`src/rtl/fsa_pkg.sv`:
```
package fsa_pkg;
  typedef enum logic [1:0] {
    SR_FRAME = 2'd0,
    SR_HALF  = 2'd1,
    SR_QUAD  = 2'd2,
    SR_SEC   = 2'd3
  } sync_rate_e;
endpackage

```
`src/rtl/fsa_phase_ctr.sv`:
```
module fsa_phase_ctr
  import fsa_pkg::*;
#(
  parameter int FR_TICKS = 8,
  parameter int FRAMES_PER_SEC = 8000,
  localparam int TW = $clog2(FR_TICKS),
  localparam int FW = $clog2(FRAMES_PER_SEC)
) (
  input  logic          clk,
  input  logic          rst_n,
  input  logic          tick,
  input  logic          realign,
  input  sync_rate_e    rate,
  output logic [TW-1:0] tcnt_adv,
  output logic [FW-1:0] fcnt_adv,
  output logic [TW-1:0] tcnt_nx,
  output logic [FW-1:0] fcnt_nx
);
  logic [TW-1:0] tcnt_q;
  logic [FW-1:0] fcnt_q;
  logic          frame_wrap;

  // free-running advance
  always_comb begin
    frame_wrap = (tcnt_q == TW'(FR_TICKS - 1));
    tcnt_adv   = frame_wrap ? '0 : tcnt_q + TW'(1);
    if (frame_wrap)
      fcnt_adv = (fcnt_q == FW'(FRAMES_PER_SEC - 1)) ? '0 : fcnt_q + FW'(1);
    else
      fcnt_adv = fcnt_q;
  end

  // reload to the zero phase of the selected sync period
  always_comb begin
    tcnt_nx = tcnt_adv;
    fcnt_nx = fcnt_adv;
    if (realign) begin
      tcnt_nx = '0;
      unique case (rate)
        SR_FRAME: fcnt_nx = fcnt_q;
        SR_HALF:  fcnt_nx = fcnt_q & ~FW'(1);
        SR_QUAD:  fcnt_nx = fcnt_q & ~FW'(3);
        default:  fcnt_nx = '0;
      endcase
    end
  end

  always_ff @(posedge clk or negedge rst_n) begin
    if (!rst_n) begin
      tcnt_q <= '0;
      fcnt_q <= '0;
    end else if (tick) begin
      tcnt_q <= tcnt_nx;
      fcnt_q <= fcnt_nx;
    end
  end
endmodule

```
`src/rtl/fsa_window.sv`:
```
module fsa_window
  import fsa_pkg::*;
#(
  parameter int FR_TICKS = 8,
  parameter int FRAMES_PER_SEC = 8000,
  parameter int TOL_W = 4,
  localparam int TW = $clog2(FR_TICKS),
  localparam int FW = $clog2(FRAMES_PER_SEC),
  localparam int PW = $clog2(FR_TICKS * FRAMES_PER_SEC + 1),
  localparam int CW = (PW > TOL_W) ? PW : TOL_W
) (
  input  logic [TW-1:0]    tcnt_adv,
  input  logic [FW-1:0]    fcnt_adv,
  input  sync_rate_e       rate,
  input  logic [TOL_W-1:0] tol,
  output logic [CW-1:0]    period,
  output logic             in_window
);
  logic [FW-1:0] fsel;
  logic [CW-1:0] nframes;
  logic [CW-1:0] pos;
  logic [CW-1:0] tol_e;

  always_comb begin
    unique case (rate)
      SR_FRAME: begin fsel = '0;                 nframes = CW'(1); end
      SR_HALF:  begin fsel = fcnt_adv & FW'(1);  nframes = CW'(2); end
      SR_QUAD:  begin fsel = fcnt_adv & FW'(3);  nframes = CW'(4); end
      default:  begin fsel = fcnt_adv;           nframes = CW'(FRAMES_PER_SEC); end
    endcase
    period    = nframes * CW'(FR_TICKS);
    pos       = CW'(fsel) * CW'(FR_TICKS) + CW'(tcnt_adv);
    tol_e     = CW'(tol);
    in_window = (pos <= tol_e) || ((period - pos) <= tol_e);
  end
endmodule

```
`src/rtl/fsa_loss_mon.sv`:
```
module fsa_loss_mon #(
  parameter int LW = 16
) (
  input  logic          clk,
  input  logic          rst_n,
  input  logic          tick,
  input  logic          take,
  input  logic [LW-1:0] limit,
  output logic          lost
);
  logic [LW-1:0] cnt_q, cnt_d;
  logic          lost_q, lost_d;

  always_comb begin
    if (take) begin
      cnt_d  = '0;
      lost_d = 1'b0;
    end else begin
      cnt_d  = (cnt_q >= limit) ? cnt_q : cnt_q + LW'(1);
      lost_d = lost_q | (cnt_d >= limit);
    end
  end

  always_ff @(posedge clk or negedge rst_n) begin
    if (!rst_n) begin
      cnt_q  <= '0;
      lost_q <= 1'b0;
    end else if (tick) begin
      cnt_q  <= cnt_d;
      lost_q <= lost_d;
    end
  end

  assign lost = lost_q;
endmodule

```
`src/rtl/frame_sync_aligner.sv`:
```
module frame_sync_aligner
  import fsa_pkg::*;
#(
  parameter int FR_TICKS = 8,
  parameter int FRAMES_PER_SEC = 8000,
  parameter int MARGIN = 4,
  parameter int TOL_W = 4
) (
  input  logic             clk,
  input  logic             rst_n,
  input  logic             ref_tick,
  input  logic             sync_in,
  input  logic [1:0]       cfg_sync_rate,
  input  logic             cfg_frame_pps,
  input  logic             cfg_mframe_pps,
  input  logic [TOL_W-1:0] cfg_tol,
  output logic             frame_pulse,
  output logic             mframe_pulse,
  output logic             sync_lost
);
  localparam int TW   = $clog2(FR_TICKS);
  localparam int FW   = $clog2(FRAMES_PER_SEC);
  localparam int SEC  = FR_TICKS * FRAMES_PER_SEC;
  localparam int PW   = $clog2(SEC + 1);
  localparam int CW   = (PW > TOL_W) ? PW : TOL_W;
  localparam int LW   = $clog2(SEC + MARGIN + 1);

  sync_rate_e    rate;
  logic          sync_d, pend_q, pend_d;
  logic          sync_rise, sync_take, realign;
  logic [TW-1:0] tcnt_adv, tcnt_nx;
  logic [FW-1:0] fcnt_adv, fcnt_nx;
  logic [CW-1:0] period;
  logic          in_window;
  logic [LW-1:0] loss_limit;
  logic          fr_q, fr_d, mf_q, mf_d;
  logic          at_frame, at_sec;

  assign rate = sync_rate_e'(cfg_sync_rate);

  // sync edge capture, held until the next reference tick
  always_comb begin
    sync_rise = sync_in & ~sync_d;
    sync_take = ref_tick & (sync_rise | pend_q);
    pend_d    = ref_tick ? 1'b0 : (pend_q | sync_rise);
    realign   = sync_take & ~in_window;
  end

  always_ff @(posedge clk or negedge rst_n) begin
    if (!rst_n) begin
      sync_d <= 1'b0;
      pend_q <= 1'b0;
    end else begin
      sync_d <= sync_in;
      pend_q <= pend_d;
    end
  end

  fsa_phase_ctr #(
    .FR_TICKS(FR_TICKS), .FRAMES_PER_SEC(FRAMES_PER_SEC)
  ) u_ctr (
    .clk(clk), .rst_n(rst_n), .tick(ref_tick), .realign(realign), .rate(rate),
    .tcnt_adv(tcnt_adv), .fcnt_adv(fcnt_adv), .tcnt_nx(tcnt_nx), .fcnt_nx(fcnt_nx)
  );

  fsa_window #(
    .FR_TICKS(FR_TICKS), .FRAMES_PER_SEC(FRAMES_PER_SEC), .TOL_W(TOL_W)
  ) u_win (
    .tcnt_adv(tcnt_adv), .fcnt_adv(fcnt_adv), .rate(rate), .tol(cfg_tol),
    .period(period), .in_window(in_window)
  );

  assign loss_limit = LW'(period) + LW'(MARGIN);

  fsa_loss_mon #(.LW(LW)) u_loss (
    .clk(clk), .rst_n(rst_n), .tick(ref_tick), .take(sync_take),
    .limit(loss_limit), .lost(sync_lost)
  );

  // output pulses follow the phase loaded at each tick
  always_comb begin
    at_frame = (tcnt_nx == '0);
    at_sec   = at_frame && (fcnt_nx == '0);
    fr_d     = cfg_frame_pps ? at_sec : at_frame;
    mf_d     = cfg_mframe_pps ? at_sec : (at_frame && (fcnt_nx[1:0] == 2'b00));
  end

  always_ff @(posedge clk or negedge rst_n) begin
    if (!rst_n) begin
      fr_q <= 1'b0;
      mf_q <= 1'b0;
    end else if (ref_tick) begin
      fr_q <= fr_d;
      mf_q <= mf_d;
    end
  end

  assign frame_pulse  = fr_q;
  assign mframe_pulse = mf_q;
endmodule

```
`config.mk`:
```
export PLATFORM = sky130hd
export DESIGN_NAME = frame_sync_aligner
export DESIGN_NICKNAME = d
export VERILOG_FILES = /design/src/rtl/fsa_pkg.sv /design/src/rtl/fsa_phase_ctr.sv /design/src/rtl/fsa_window.sv /design/src/rtl/fsa_loss_mon.sv /design/src/rtl/frame_sync_aligner.sv
export SDC_FILE = /design/constraint.sdc
export NUM_CORES = 1
export LEC_CHECK = 0
export BUFFER_PORTS_ARGS = -buffer_cell sky130_fd_sc_hd__buf_4
export CORE_ASPECT_RATIO = 1.25
export CORE_MARGIN = 3
export CORE_UTILIZATION = 65
export CTS_CLUSTER_SIZE = 14
export DETAILED_ROUTE_END_ITERATION = 12
export PLACE_DENSITY = 0.83
export SLEW_MARGIN = 5
export SYNTH_ARGS = -nofsm -noshare
export SYNTH_HDL_FRONTEND = slang
export SYNTH_SLANG_ARGS = --single-unit
```
`constraint.sdc`:
```
create_clock -name clk -period 12 [get_ports clk]
set_input_delay 1.8 -clock clk [delete_from_list [all_inputs] [get_ports clk]]
set_output_delay 1.8 -clock clk [all_outputs]
set_load 0.02 [all_outputs]
```
# Yosys cells after proc, flatten, opt, wreduce, memory -nomap -nowiden
# Cells that the tools add are included.
# classes
n_addsub	6
mul	0
div_mod_pow	0
n_lt_le_gt_ge	4
eq_ne	4
shift	0
muxes	14
n_bitwise	7
reduce_logical	7
# op_table
operator	count
one-hot mux 13 bit (3 select lines)	3
2-to-1 mux 13 bit	3
>= comparator 16 bit	2
less-or-equal comparator 16 x 4 -> 1 bit	2
2-to-1 mux 16 bit	2
adder 16 x 1 -> 16 bit, second input constant	1
adder 16 x 3 -> 16 bit	1
adder 16 x 3 -> 16 bit, second input constant	1
subtractor 16 bit	1
adder 13 x 1 -> 13 bit, second input constant	1
equality test 13 bit, second input constant	1
logical NOT 13 bit	1
2-to-1 mux 3 bit	2
logical NOT 2 bit	2
2-to-1 mux 1 bit	4
adder 3 x 1 -> 3 bit, second input constant	1
AND 1 bit	3
equality test 3 bit, second input constant	1
logical NOT 3 bit	1
equality test 2 x 1 -> 1 bit, second input constant	1
equality test 2 bit, second input constant	1
logical AND 1 bit	2
inverter 1 bit	2
bitwise OR 1 bit	2
logical OR 1 bit	1
# word_totals
ff_bits	37
latch_bits	0
ram_bits	0
romBits	0
inputBits	12
output_inout_bits	3
elab_cells	50
n_memories	0

# Logic depth before layout (Yosys ltp)
# depth
depth_word	14
depth_mapped	22

# Cells and area by module
# From an unflattened synthesis, not the netlist that was laid out.
# unflattened
cells_unflattened	582
hier_area_um2	4613.2
# modules_own_cells
mod	n_inst	cells_per_inst	area_each_um2
fsa_loss_mon	1	239	1951.9
fsa_phase_ctr	1	181	1481.4
fsa_window	1	105	714.4
frame_sync_aligner	1	57	465.4

# Worst setup path before layout
# No wires, ideal clock.
# synth_path
kind	input -> register
startpoint	in cfg_sync_rate[0]
endpoint	reg u_loss.lost_q, in the netlist u_loss.lost
arrival_ns	6.497
t_required_ns	11.882
setup_slack_ns	5.385
stages	21
path_buffers	3
cell_sequence	ha_1 buf_2 buf_1 clkbuf_1 inv_1 ha_1 a211o_1 a2111o_1 a41oi_1 o21ba_2 o2111ai_1 nor4_1 nand4_1 xnor2_1 ha_1 a211o_1 a31oi_1 a21oi_1 nand4_1 a41oi_1 a21o_1
# synth_via
elab_chain_cells	8
word_cells_on_any_way	10
# synth_rtl
item	line_no	source
start: declaration	frame_sync_aligner.sv:13	input logic [1:0] cfg_sync_rate,
equality test 2 bit (tied with other cells)	fsa_window.sv:25	unique case (rate)
one-hot mux 13 bit (3 select lines) (*)	fsa_window.sv:25	
adder 16 x 3 -> 16 bit (*)	frame_sync_aligner.sv:73	assign loss_limit = LW'(period) + LW'(MARGIN);
>= comparator 16 bit	fsa_loss_mon.sv:19	cnt_d = (cnt_q >= limit) ? cnt_q : cnt_q + LW'(1);
2-to-1 mux 16 bit	fsa_loss_mon.sv:19	
>= comparator 16 bit (*)	fsa_loss_mon.sv:20	lost_d = lost_q | (cnt_d >= limit);
bitwise OR 1 bit (*)	fsa_loss_mon.sv:20	
2-to-1 mux 1 bit (*)	fsa_loss_mon.sv:15	if (take) begin
end signal: assignment	fsa_loss_mon.sv:30	lost_q <= lost_d;
end: declaration	fsa_loss_mon.sv:12	logic lost_q, lost_d;
# Mark *: on every way between the ends. The rest lies on a longest branch, timed or not.
# A chain may end at the register's enable or synchronous reset.

# Final worst setup path
# layout_path
startpoint	in cfg_sync_rate[1]
endpoint	reg u_loss.lost_q, in the netlist u_loss.lost
# Same word-level chain as after synthesis.

==> impl_results.md <==
* DIE AREA at 7530 um^2
* Register area at ~930 um^2
* Outcome: completed
* First-pass GRT wire length at roughly 20000 um
* Area Overhead vs Synth at 3.60%
* Max-Slew Margin vs Limit at around a third
* Fmax at roughly 140 MHz
* Largest fanout on the critical path at 29
* Most frequent cells in the layout: 43 x nand2_1, 38 x ha_1, 37 x dfrtp_1
* Peak supply drop at around 0.089 mV
* Crit path largest cell delay at roughly 0.8 ns
* Tot GR Track Use at 32.6%
* Post-CTS Setup Repair Bufs at 0
* Die Wd at 78.2 um
* Vert. Die Dim at roughly 96 um
* # DRC at 0
* DR WL/cell at approximately 19 um
* Post-route ant nets at 0
* Post-synth top area share at 21.9%
* DRT Wirelength at roughly 12000 um
* Starting Density at between 60% and 70%
* Leading area contributor after synthesis: dfrtp_1
* Hold WC Path Type: register to register
* Setup Viol. Count Final at 0
* CTS tree: built
* ANT cells at 0
* CP top delay family: compound AO/OA/AOI/OAI gates
* CTS sink count at 37
* Ports placed on the boundary at 15
* Layout cells sized above 1 at just over 7%
* FILL cells at 528
* Yosys reg bits at 37
* Fin crit share at between 60% and 70%
* H-tree levels at 2
* Max clock buf depth at 2
* Post-synthesis sequential area ratio at a little over a fifth
* Area of the multi-input gates at between 3000 and 4000 um^2
* Crit path capture type: register
* Number of CTS-inserted buffers at 5
* Critical path startpoint category: input port
* Mapped Area at ~4200 um^2
* Core ar. at 6250 um^2
* Leak Pwr at ~1.9 nW
* Dpl hpwl at just under 9000 um
* Max-slew violation count at 0
* CP dominant cell by count: ha_1
* Placed Instances at roughly 590
* Avg Cell Area, Syn at 8.13 um^2
* Worst slew pin tran at between 0.9 and 1 ns
* Pin count of the biggest net entering global routing at 38
* Synthesis warning total at 0
* Non-Filler Instances at 597
* Cells resized by post-CTS repair at 0
* Power per Cell Area at about 120 nW/um^2
* Synth Flop Type: dfrtp_1
* CTS Root Cell: clkbuf_8
* Crit path kind: input port to register
* WP buf/inv at 2
* Cells after Synth at around 520
* Synth top area cells: dfrtp_1 22%, ha_1 11%, nand2_1 3.8%
* Placer Congestion at roughly 1
* Setup TNS at 0 ns
* Via density at around 7.1
* Final hold viol count at 0
* Total congestion overflow at 0
* RSZ-0062 raised after global routing: no
* Library cells used by synthesis at between 70 and 80
* Commonest non-fill, non-tap cell in the layout: nand2_1
* Clk_lat worst skew at approximately 0.31 ns
* Initial antenna violation count at 0
* Number of flops mapped to enable cells by yosys at 0
* Via count at ~4300
* Site row count at 32
* I/O Buffers at 14
* Hold_buf cts at 0
* Critical Path RT at between 10 and 15 ns
* DR iter-0 viols at 447
* DR pass1 iterations at 5
* Vias in the first global route at roughly 4000
* Async S/R FF share, synth at 100%
* Syn_nets at 571
* Max Cap Viol at 0
* Crit path time final at around 7.2 ns
* Fin Clk Skew at 0.00637 ns
* CTS clock-pin slew for the worst setup and hold paths at 0.08 ns
* Slowest-stage cell, CP: nor4_1
* Final nets at about 560
* Critical path arrival at 7.45 ns
* Sequence of cells on the critical path: buf_4, ha_1, inv_1, ha_1, a211o_1, a2111o_1, a41oi_1, o21ba_2, o2111ai_1, nor4_1, nand4_1, xnor2_1, ha_1, a211o_1, a31oi_1, a21oi_1, nand4_1, a41oi_1, a21o_1
## cells in the mapped netlist, types with 10 or more instances
library cell	number
o21ai_0	32
nand3_1	24
nand2b_1	10
ha_1	38
buf_2	11
dfrtp_1	37
inv_1	22
nor2_1	28
nand2_1	43
o2bb2ai_1	11
clkbuf_1	13
nand4_1	10
nor3_1	15
a21o_1	16
xnor2_1	17
a21oi_1	21
## registers in the layout, indices dropped and copies added, names as in the netlist
signal and count:
u_ctr.fcnt_q 13, u_loss.cnt_q 16, frame_pulse 1, mframe_pulse 1, pend_q 1, u_ctr.tcnt_q 3, sync_d 1, u_loss.lost 1
## worst paths after layout
check                                               end  cells after the start  slack, ns                         from
max                             u_loss.lost$_DFFE_PN0P_                     19       4.75             cfg_sync_rate[1]
min                         u_ctr.tcnt_q[2]$_DFFE_PN0P_                      1       0.51  u_ctr.tcnt_q[2]$_DFFE_PN0P_
max reg2reg                 u_ctr.fcnt_q[7]$_DFFE_PN0P_                     14       6.90  u_ctr.tcnt_q[0]$_DFFE_PN0P_
min reg2reg                 u_ctr.tcnt_q[2]$_DFFE_PN0P_                      1       0.51  u_ctr.tcnt_q[2]$_DFFE_PN0P_
max in group asynchronous  u_loss.cnt_q[13]$_DFFE_PN0P_                      1      10.21                        rst_n
min in group asynchronous   u_ctr.fcnt_q[8]$_DFFE_PN0P_                      1       1.44                        rst_n
## final cells by class
class,instances,share of cell area (%)
well taps,85,2.42
clock inverters,3,0.485
multi-input cells,431,70.1
inverters,22,1.88
flip-flops and latches,37,21.1
repair buffers,14,2.40
clock buffers,5,1.57
## layer usage
| layer | vias up | GRT usage, % | share of wire [%] |
|---|---|---|---|
| met1 | 2023 | 37.2 | 39 |
| met5 | - | 0 | 0 |
| met4 | 0 | 17.8 | 5.0 |
| li1 | 1991 | - | - |
| met3 | 58 | 4.21 | 5.7 |
| met2 | 187 | 59.2 | 51 |
## kinds of logic after synthesis
kind of cell,after synthesis,synth area share (%)
buffers and inverters,53,5.47
muxes,8,2.04
and+or+nand+nor,188,24.6
AOI/OAI and AO/OA,173,29.9
adders and majority gates,38,11.2
xor gates and xnor gates,24,4.96
DFF,37,21.9
## stage by stage
step | setup WS (ns) | cell area, um^2 | total power [mW] | hold slack (ns) | utilization [%]
after floorplan | 5.39 | 4240 | 0.382 | 0.461 | -
after global placement | 4.82 | 4300 | 0.433 | 0.480 | 68.8
after detailed placement | 4.57 | 4300 | 0.441 | 0.497 | 68.8
after CTS | 4.84 | 4390 | 0.534 | 0.518 | 70.3
after global routing | 4.27 | 4390 | 0.578 | 0.534 | 70.3
final | 4.75 | 4390 | 0.539 | 0.513 | 70.3
## power breakdown
group          switching (mW)  total (mW)  internal (mW)
registers              0.0374       0.179          0.142
logic                   0.158       0.267          0.109
clock network          0.0519      0.0932         0.0413
Note: power is estimated with default switching activity, not from simulation.
